==> config.mk <==
export PLATFORM = sky130hd
export DESIGN_NAME = dma_pattern_channel
export DESIGN_NICKNAME = d
export VERILOG_FILES = /design/src/rtl/dma_pattern_pkg.sv /design/src/rtl/dma_unit_pattern.sv /design/src/rtl/dma_addr_stepper.sv /design/src/rtl/dma_pattern_channel.sv
export SDC_FILE = /design/constraint.sdc
export NUM_CORES = 1
export LEC_CHECK = 0
export BUFFER_PORTS_ARGS = -buffer_cell sky130_fd_sc_hd__clkbuf_2
export CAP_MARGIN = 25
export CORE_MARGIN = 3
export CORE_UTILIZATION = 48
export CTS_CLUSTER_SIZE = 24
export DETAILED_ROUTE_END_ITERATION = 8
export PLACE_DENSITY = 0.77
export SYNTH_ARGS = -nofsm -noshare
export SYNTH_HDL_FRONTEND = slang
export SYNTH_SLANG_ARGS = --single-unit
==> constraint.sdc <==
create_clock -name clk -period 2.4 [get_ports clk]
set_input_delay 0.72 -clock clk [delete_from_list [all_inputs] [get_ports clk]]
set_output_delay 0.72 -clock clk [all_outputs]
set_load 0.05 [all_outputs]
==> src/rtl/dma_pattern_pkg.sv <==
package dma_pattern_pkg;
    parameter int unsigned BUS_AW  = 24;
    parameter int unsigned PORT_W  = 8;
    parameter int unsigned LEN_W   = 16;
    parameter int unsigned CNT_W   = LEN_W + 1;
    parameter int unsigned MODE_W  = 3;
    parameter int unsigned IDX_W   = 2;
    parameter int unsigned DATA_W  = 8;
    parameter logic [BUS_AW-1:0] WIN_BASE = 24'h002100;

    typedef enum logic [1:0] {PH_IDLE, PH_READ, PH_WRITE} phase_e;

    typedef struct packed {
        phase_e              phase;
        logic [BUS_AW-1:0]   addr;
        logic [PORT_W-1:0]   port;
        logic [MODE_W-1:0]   mode;
        logic                to_bus;
        logic                fixed;
        logic                decr;
        logic [CNT_W-1:0]    left;
        logic [IDX_W-1:0]    idx;
        logic [DATA_W-1:0]   data;
        logic                done;
    } chan_t;
endpackage

==> src/rtl/dma_unit_pattern.sv <==
module dma_unit_pattern
    import dma_pattern_pkg::*;
(
    input  logic [MODE_W-1:0] mode,
    input  logic [IDX_W-1:0]  idx,
    output logic [IDX_W-1:0]  offset,
    output logic              unit_end
);
    logic [IDX_W:0] unit_len;

    always_comb begin
        offset   = '0;
        unit_len = (IDX_W+1)'(4);
        case (mode)
            3'd0: begin offset = '0;                     unit_len = (IDX_W+1)'(1); end
            3'd1: begin offset = IDX_W'(idx[0]);         unit_len = (IDX_W+1)'(2); end
            3'd2: begin offset = '0;                     unit_len = (IDX_W+1)'(2); end
            3'd3: begin offset = IDX_W'(idx[1]);         unit_len = (IDX_W+1)'(4); end
            3'd4: begin offset = idx;                    unit_len = (IDX_W+1)'(4); end
            3'd5: begin offset = IDX_W'(idx[0]);         unit_len = (IDX_W+1)'(4); end
            3'd6: begin offset = '0;                     unit_len = (IDX_W+1)'(2); end
            default: begin offset = IDX_W'(idx[1]);      unit_len = (IDX_W+1)'(4); end
        endcase
        unit_end = ({1'b0, idx} == (unit_len - (IDX_W+1)'(1)));
    end
endmodule

==> src/rtl/dma_addr_stepper.sv <==
module dma_addr_stepper #(
    parameter int unsigned W = 24
) (
    input  logic [W-1:0] addr,
    input  logic         fixed,
    input  logic         decr,
    output logic [W-1:0] next_addr
);
    always_comb begin
        if (fixed)     next_addr = addr;
        else if (decr) next_addr = addr - W'(1);
        else           next_addr = addr + W'(1);
    end
endmodule

==> src/rtl/dma_pattern_channel.sv <==
module dma_pattern_channel
    import dma_pattern_pkg::*;
(
    input  logic                clk,
    input  logic                rst_n,
    input  logic [BUS_AW-1:0]   cfg_addr,
    input  logic [PORT_W-1:0]   cfg_port,
    input  logic [LEN_W-1:0]    cfg_len,
    input  logic [MODE_W-1:0]   cfg_mode,
    input  logic                cfg_to_bus,
    input  logic                cfg_fixed,
    input  logic                cfg_decr,
    input  logic                start,
    output logic                req_valid,
    input  logic                req_ready,
    output logic                req_we,
    output logic [BUS_AW-1:0]   req_addr,
    output logic [DATA_W-1:0]   req_wdata,
    input  logic [DATA_W-1:0]   req_rdata,
    output logic                busy,
    output logic                done,
    output logic [BUS_AW-1:0]   cur_addr,
    output logic [CNT_W-1:0]    cur_left
);
    localparam logic [CNT_W-1:0] FULL_COUNT = CNT_W'(1) << LEN_W;

    chan_t              st_q, st_d;
    logic [IDX_W-1:0]   pat_off;
    logic               pat_end;
    logic [BUS_AW-1:0]  addr_step;
    logic [PORT_W-1:0]  port_sum;
    logic [BUS_AW-1:0]  port_addr;
    logic               use_port;

    dma_unit_pattern u_pattern (
        .mode     (st_q.mode),
        .idx      (st_q.idx),
        .offset   (pat_off),
        .unit_end (pat_end)
    );

    dma_addr_stepper #(.W(BUS_AW)) u_stepper (
        .addr      (st_q.addr),
        .fixed     (st_q.fixed),
        .decr      (st_q.decr),
        .next_addr (addr_step)
    );

    assign port_sum  = st_q.port + PORT_W'(pat_off);
    assign port_addr = WIN_BASE | BUS_AW'(port_sum);
    assign use_port  = (st_q.phase == PH_WRITE) ^ st_q.to_bus;

    always_comb begin
        st_d      = st_q;
        st_d.done = 1'b0;
        case (st_q.phase)
            PH_IDLE: begin
                if (start) begin
                    st_d.phase  = PH_READ;
                    st_d.addr   = cfg_addr;
                    st_d.port   = cfg_port;
                    st_d.mode   = cfg_mode;
                    st_d.to_bus = cfg_to_bus;
                    st_d.fixed  = cfg_fixed;
                    st_d.decr   = cfg_decr;
                    st_d.idx    = '0;
                    st_d.left   = (cfg_len == '0) ? FULL_COUNT : CNT_W'(cfg_len);
                end
            end
            PH_READ: begin
                if (req_ready) begin
                    st_d.data  = req_rdata;
                    st_d.phase = PH_WRITE;
                end
            end
            PH_WRITE: begin
                if (req_ready) begin
                    st_d.addr = addr_step;
                    st_d.left = st_q.left - CNT_W'(1);
                    st_d.idx  = pat_end ? '0 : st_q.idx + IDX_W'(1);
                    if (st_q.left == CNT_W'(1)) begin
                        st_d.phase = PH_IDLE;
                        st_d.done  = 1'b1;
                    end else begin
                        st_d.phase = PH_READ;
                    end
                end
            end
            default: st_d.phase = PH_IDLE;
        endcase
    end

    always_ff @(posedge clk) begin
        if (!rst_n) st_q <= '0;
        else        st_q <= st_d;
    end

    assign req_valid = (st_q.phase != PH_IDLE);
    assign req_we    = (st_q.phase == PH_WRITE);
    assign req_addr  = use_port ? port_addr : st_q.addr;
    assign req_wdata = st_q.data;
    assign busy      = (st_q.phase != PH_IDLE);
    assign done      = st_q.done;
    assign cur_addr  = st_q.addr;
    assign cur_left  = st_q.left;
endmodule

==> flow_summary.json, run 1 <==
{
  "status": "finished with violations",
  "failed_checks": "negative setup slack",
  "overflow": 0,
  "grt_pass1_vias": 5443,
  "path_max_fanout": 3,
  "routed-wl-met2_mm": 8.24,
  "crit_path_cell_trace": "mux2_4 -> a22o_4 -> ha_4 -> inv_2 -> fa_2 -> nor2_4 -> buf_4 -> xnor2_2 -> o21ai_4 -> buf_12",
  "timing.final.crit_share_pct": 128,
  "seq_area_um2": 1370,
  "antenna_left": 0,
  "dr.max_layer_used": "met4",
  "powerDensity_nw_per_um2": 582,
  "sw_frac_of_total_pct": 40.6,
  "slew_headroom_pct": 62.7,
  "ir_drop_v": 0.000464,
  "synthSimpleGateAreaFrac_pct": 22.0,
  "count_of_state_elements_after_synthesis": 68,
  "cpPeakStageDelay_ns": 0.38,
  "core.rowCount": 36,
  "worst-endpoint-arrival_ns": 2.35,
  "grt_start_max_net_pins": 33,
  "fill_cells": 768,
  "clock-sinks": 68,
  "cts-htree-levels": 3,
  "pre_cts_slack_ns": -0.386,
  "syn_to_final_growth_pct": 39.9,
  "finish.instance_area_um2": 7120,
  "max_freq_mhz": 326,
  "rsz0062_at_grt": "true",
  "leading_cell_type_in_the_layout_fill_and_taps_excluded": "sky130_fd_sc_hd__clkbuf_2",
  "synth_area_per_cell_um2": 7.55,
  "synthesis.instances": 674,
  "drt-initial-drc-count": 404,
  "p_seq_share_pct": 31.9,
  "dpl-instance-area_um2": 6120,
  "via_count": 5616,
  "port_buffers": 142,
  "layout_skew_ns": 0.0142,
  "ys_async_sr_fraction_pct": 0,
  "drt-wirelength-per-cell_um": 17.9,
  "grtUsageTotal_pct": 27.4,
  "insertion_delay_ns": 0.37,
  "synth-edff-count": 0,
  "worstSetupPathType": "reg2out",
  "synth_top_family_by_area": "compound AO/OA/AOI/OAI gates",
  "cts-root-to-sink-buffers": 2,
  "area_share_of_fa_ha_maj_cells_after_synthesis_pct": 7.18,
  "cts.reportedPaths.clkPinSlew_ns": 0.09,
  "worst-endpoint-required_ns": 1.68,
  "slew_viol_final": 0,
  "p_total_mw": 4.14,
  "cts_hold_buffers": 0,
  "timing_worst_slew_pin_value_ns": 0.558,
  "drcViolationCount": 0,
  "worst_hold_path_type": "reg2reg",
  "synth.area.top_cells": "sky130_fd_sc_hd__dfxtp_1 (27%), sky130_fd_sc_hd__buf_4 (7.5%), sky130_fd_sc_hd__a21oi_1 (6.5%), sky130_fd_sc_hd__ha_1 (6.4%), sky130_fd_sc_hd__nand2_1 (6.0%)",
  "synth-xor-area-share_pct": 4.99,
  "die_height_um": 109,
  "finalCoreUtilization_pct": 70.9,
  "die_w_um": 109,
  "drt_pass1_iterations": 5,
  "setup_viol_count_final": 9,
  "ys_seq_area_share_pct": 26.7,
  "yosysUniqueCellTypes": 61,
  "layout.nets": 908,
  "synthFlopType": "sky130_fd_sc_hd__dfxtp_1",
  "tritoncts": "done",
  "synth_top_cell_area_share_pct": 26.7,
  "yosysWarnings": 0,
  "cts-buffers-inserted": 9,
  "fin_hold_ws_ns": 0.488,
  "initial_core_utilization_pct": 50.7,
  "max_cap_viol_count": 0,
  "wirelength_met1_mm": 6.94,
  "grt_antenna_before_repair": 0,
  "num_antenna_cells": 0,
  "power.clock.fraction_pct": 25.3,
  "synthDominantAreaCellType": "sky130_fd_sc_hd__dfxtp_1",
  "timing.critical_path.to_type": "output pin",
  "leakage_nw": 3.18,
  "clk_root_buffer_cell": "sky130_fd_sc_hd__clkbuf_8",
  "drive_above_1_share_pct": 38.9,
  "multiInputGateArea_um2": 3610,
  "die_area_um2": 11900,
  "gpl.final_weighted_congestion": 0.965,
  "pin_count": 143,
  "post_synth_mux_area_share_pct": 2.63,
  "complex_gate_fraction_of_the_synthesized_area_pct": 24.4,
  "post_synth_instance_area_um2": 5090,
  "drt_wl_total_mm": 17.1,
  "crit_path_top_delay_cell": "sky130_fd_sc_hd__dfxtp_4",
  "place_hpwl_mm": 11.5,
  "synth_nets": 768,
  "grt_pass1_wl_mm": 25.9,
  "shortest_clock_period_the_worst_path_allows_after_layout_ns": 3.07,
  "timing.final.hold_violations": 0,
  "p_switching_mw": 1.68,
  "design.core.area_um2": 10000,
  "critical_path.startpoint_type": "flip-flop",
  "power_report.internal_total_mw": 2.46,
  "worst_slack_ns": -0.666,
  "comb_power_share_pct": 42.8,
  "vias_per_cell": 5.90,
  "met3RoutedLength_mm": 1.36,
  "mostFrequentLayoutCells": "sky130_fd_sc_hd__clkbuf_2 (118), sky130_fd_sc_hd__nand2_1 (80), sky130_fd_sc_hd__dfxtp_1 (65)"
}
==> final timing paths <==
path | endpoint | slack [ns] | cells past startpoint | start
worst max-delay path | req_addr[4] | -0.67 | 10 | st_q[32]$_SDFFE_PN0P_
worst min-delay path | st_q[35]$_SDFFE_PN0P_ | 0.49 | 2 | st_q[35]$_SDFFE_PN0P_
worst max register to register | cur_addr[21]$_SDFFE_PN0P_ | 0.03 | 10 | cur_addr[1]$_SDFFE_PN0P_
worst min register to register | st_q[35]$_SDFFE_PN0P_ | 0.49 | 2 | st_q[35]$_SDFFE_PN0P_
==> cells by family (layout without fill, tap and decap cells) <==
kind of cell             count (synthesis)  after routing
XOR/XNOR                                29             29
adder cells (fa/ha/maj)                 28             28
multiplexers                            13             13
flip-flops                              68             68
AO/OA/AOI/OAI                          201            201
AND/OR/NAND/NOR                        233            233
buffers and inverters                  102            247
==> worst max-delay path: cells and delay by family (launching register included) <==
kind / cells / cell delay, ns
buffers and inverters: 3 / 0.33
and+or+nand+nor: 1 / 0.05
adders and majority gates: 2 / 0.39
AOI/OAI and AO/OA: 2 / 0.39
xor gates and xnor gates: 1 / 0.14
DFF: 1 / 0.38
muxes: 1 / 0.30
==> power by group through the flow <==
stage / clock [mW] / sequential [mW] / combinational, mW
finish: 1.05 / 1.32 / 1.77
global route: 1.10 / 1.33 / 1.89
CTS: 1.05 / 1.31 / 1.66
detailed placement: 0 / 1.33 / 1.54
global placement: 0 / 1.32 / 1.50
floorplan: 0 / 1.31 / 1.13
==> Yosys cell counts (all sizes together), types with 4 or more instances <==
library cell / instances
o21ai: 52
a211oi: 7
o31ai: 6
o21a: 4
nand2: 82
xnor2: 20
nand2b: 5
clkbuf: 28
mux2i: 10
o22ai: 7
buf: 58
and2: 18
inv: 14
xor2: 9
a21o: 10
dfxtp: 68
a21oi: 66
o211ai: 5
and3: 9
nor3: 15
nor2: 58
a221oi: 12
nor2b: 5
ha: 26
nand4: 7
nor4: 7
a311oi: 6
nand3: 16
a31oi: 9
==> layout make-up <==
type	count	area share, %
Clock buffer	11	2.13
Clock inverter	5	0.826
Inverter	15	0.861
Multi-Input combinational cell	504	50.6
Sequential cell	68	19.2
Tap cell	133	2.34
Timing Repair Buffer	216	24.0
==> state kept, by name, summed over array words and instances (netlist names) <==
signal / count
st_q: 18
req_wdata: 8
done: 1
cur_left: 17
cur_addr: 24
==> stage by stage <==
step	std cells	TNS (ns)
after floorplan	674	-1.99
after global placement	919	-1.41
after detailed placement	919	-1.71
after CTS	945	-4.40
after global routing	952	-5.89
final	952	-4.50
==> what timing repair did <==
action,in CTS,in global routing
setup endpoints to repair,29,36
resized for setup,69,74
gates cloned,2,0
setup buffers,8,7
pin swaps,5,20
==> metal layers <==
layer	global-route usage, %	up-vias
li1	-	2649
met1	34.6	2635
met2	45.8	279
met3	4.14	53
met4	12.9	0
met5	0	-
Power figures use the tool's default switching activity.
==> inputs of run 2 (changes only) <==
--- a/config.mk
+++ b/config.mk
@@ -5,13 +5,14 @@
 export SDC_FILE = /design/constraint.sdc
 export NUM_CORES = 1
 export LEC_CHECK = 0
-export BUFFER_PORTS_ARGS = -buffer_cell sky130_fd_sc_hd__clkbuf_2
+export ABC_CLOCK_PERIOD_IN_PS = 2400
 export CAP_MARGIN = 25
 export CORE_MARGIN = 3
-export CORE_UTILIZATION = 48
+export CORE_UTILIZATION = 59
 export CTS_CLUSTER_SIZE = 24
 export DETAILED_ROUTE_END_ITERATION = 8
-export PLACE_DENSITY = 0.77
+export DONT_BUFFER_PORTS = 1
+export PLACE_DENSITY = 0.75
 export SYNTH_ARGS = -nofsm -noshare
 export SYNTH_HDL_FRONTEND = slang
 export SYNTH_SLANG_ARGS = --single-unit
==> flow_summary.json, run 2 (synthesized netlist as in run 1, its figures left out) <==
{
  "timing.final.hold_violations": 0,
  "clk_root_buffer_cell": "sky130_fd_sc_hd__clkbuf_8",
  "sw_frac_of_total_pct": 41.1,
  "p_switching_mw": 1.65,
  "pin_count": 143,
  "timing.final.crit_share_pct": 129,
  "timing.critical_path.to_type": "output pin",
  "drt-initial-drc-count": 423,
  "dpl.cell_count": 803,
  "crit_path_cell_trace": "buf_4 -> nand3b_1 -> inv_1 -> ha_1 -> a21oi_1 -> nor2b_1 -> and3_4 -> nand3_2 -> xor2_2 -> o21ai_4 -> buf_12",
  "grt_start_max_net_pins": 37,
  "tritoncts": "done",
  "antenna_left": 0,
  "power.clock.fraction_pct": 25.3,
  "max_cap_viol_count": 0,
  "leading_cell_type_in_the_layout_fill_and_taps_excluded": "sky130_fd_sc_hd__buf_4",
  "cts-root-to-sink-buffers": 2,
  "ir_drop_v": 0.000459,
  "finalCoreUtilization_pct": 79.8,
  "drt_pass1_iterations": 6,
  "grtUsageTotal_pct": 29.9,
  "worstSetupPathType": "reg2out",
  "cts-htree-levels": 3,
  "layout_skew_ns": 0.00719,
  "drive_above_1_share_pct": 32.0,
  "worst_slack_ns": -0.699,
  "clock-sinks": 68,
  "mostFrequentLayoutCells": "sky130_fd_sc_hd__buf_4 (92), sky130_fd_sc_hd__nand2_1 (81), sky130_fd_sc_hd__dfxtp_1 (60)",
  "place_hpwl_mm": 11.0,
  "die_w_um": 98.9,
  "comb_power_share_pct": 42.2,
  "die_height_um": 98.9,
  "critical_path.startpoint_type": "flip-flop",
  "min-delay-start": "cfg_mode[1]",
  "powerDensity_nw_per_um2": 607,
  "r2r_setup_slack_ns": -0.09,
  "via_count": 5342,
  "core.rowCount": 33,
  "num_antenna_cells": 0,
  "drt_wl_total_mm": 16.7,
  "port_buffers": 0,
  "overflow": 0,
  "syn_to_final_growth_pct": 30.0,
  "worst_r2r_path_depth": 8,
  "drt-wirelength-per-cell_um": 20.1,
  "holdPathStages": 2,
  "power_report.internal_total_mw": 2.37,
  "worst-endpoint-arrival_ns": 2.38,
  "instances_no_fill": 829,
  "initial_core_utilization_pct": 61.3,
  "gpl.final_weighted_congestion": 0.947,
  "insertion_delay_ns": 0.36,
  "die_area_um2": 9780,
  "layout.nets": 813,
  "cts_hold_buffers": 0,
  "setup_viol_count_final": 26,
  "failed_checks": "negative setup slack",
  "p_total_mw": 4.02,
  "max_freq_mhz": 323,
  "largest_reg_flops": 24,
  "path_max_fanout": 4,
  "vias_per_cell": 6.44,
  "shortest_clock_period_the_worst_path_allows_after_layout_ns": 3.10,
  "grt_pass1_wl_mm": 24.2,
  "cts-buffers-inserted": 9,
  "timing_worst_slew_pin_value_ns": 0.616,
  "timing.hold.worst_endpoint": "st_q[32]$_SDFFE_PN0P_",
  "regToRegEndpoint": "cur_addr[23]$_SDFFE_PN0P_",
  "status": "finished with violations",
  "rsz0062_at_grt": "true",
  "leakage_nw": 2.75,
  "cpPeakStageDelay_ns": 0.33,
  "design.core.area_um2": 8300,
  "worst_hold_path_type": "in2reg",
  "rr_startpoint": "st_q[28]$_SDFFE_PN0P_",
  "finish.instance_area_um2": 6620,
  "grt_pass1_vias": 5079,
  "p_seq_share_pct": 32.5,
  "dpl-instance-area_um2": 5900,
  "fill_cells": 522,
  "crit_path_top_delay_cell": "sky130_fd_sc_hd__dfxtp_2",
  "slew_headroom_pct": 58.9,
  "cts.reportedPaths.clkPinSlew_ns": 0.08,
  "drcViolationCount": 0,
  "worst-endpoint-required_ns": 1.68,
  "slew_viol_final": 0,
  "grt_antenna_before_repair": 0,
  "totalNegativeSetupSlack_ns": -5.40
}
[run 2: cell count changes in the layout (fill, tap and decap cells not counted), sizes merged]
cell,delta
clkinvlp,-1
buf,+25
inv,+3
clkbuf,-122
[run 2: what timing repair did]
action,CTS,global route
setup buffers,3,5
cloned,0,2
hold endpoints to repair,0,0
pin swaps,7,28
setup endpoints to repair,30,35
gates resized for setup,26,77
[run 2: power groups by stage]
stage,logic [mW],registers [mW],clock network [mW]
floorplan,1.13,1.31,0
global placement,1.49,1.32,0
detailed placement,1.53,1.33,0
CTS,1.55,1.30,1.01
global route,1.79,1.32,1.06
finish,1.69,1.31,1.02
[run 2: worst max path at each step]
stage                                     start           to  slack [ns]  cells past startpoint
after global placement    st_q[32]$_SDFFE_PN0P_  req_addr[7]       -0.31                     10
after floorplan           st_q[32]$_SDFFE_PN0P_  req_addr[6]       -0.23                      9
final                     st_q[10]$_SDFFE_PN0P_  req_addr[7]       -0.70                     11
after detailed placement  st_q[32]$_SDFFE_PN0P_  req_addr[7]       -0.34                     10
after global routing      st_q[10]$_SDFFE_PN0P_  req_addr[7]       -0.78                     11
after CTS                 st_q[32]$_SDFFE_PN0P_  req_addr[6]       -0.65                     10
[run 2: worst max-delay path: cells and delay by family, from the launching register on]
| kind | cells | cell delay (ns) |
|---|---|---|
| adder cells (fa/ha/maj) | 1 | 0.28 |
| AO/OA/AOI/OAI | 2 | 0.24 |
| AND/OR/NAND/NOR | 4 | 0.63 |
| flip-flops | 1 | 0.33 |
| buffers and inverters | 3 | 0.35 |
| XOR/XNOR | 1 | 0.18 |
[run 2: cell type report]
cell class | count | area (um2) | share of cell area, %
multi-input combinational | 504 | 3590 | 54.2
clock buffer | 9 | 124 | 1.87
inverter | 15 | 58.8 | 0.888
tap | 105 | 131 | 1.98
timing repair buffer | 121 | 1260 | 19.0
sequential | 68 | 1380 | 20.8
clock inverter | 7 | 81.3 | 1.23
[run 2: stage by stage]
step / hold WS (ns) / worst slack [ns]
final: 0.486 / -0.699
after global placement: 0.452 / -0.309
after detailed placement: 0.472 / -0.339
after global routing: 0.490 / -0.784
after floorplan: 0.441 / -0.229
after CTS: 0.486 / -0.653
[run 2: per-layer routing]
layer	share of wire, %	up-vias	GRT usage (%)
met5	0	-	0
met4	3.4	0	12.3
met3	11	70	6.51
met2	48	320	49.5
met1	38	2495	37.7
li1	-	2457	-
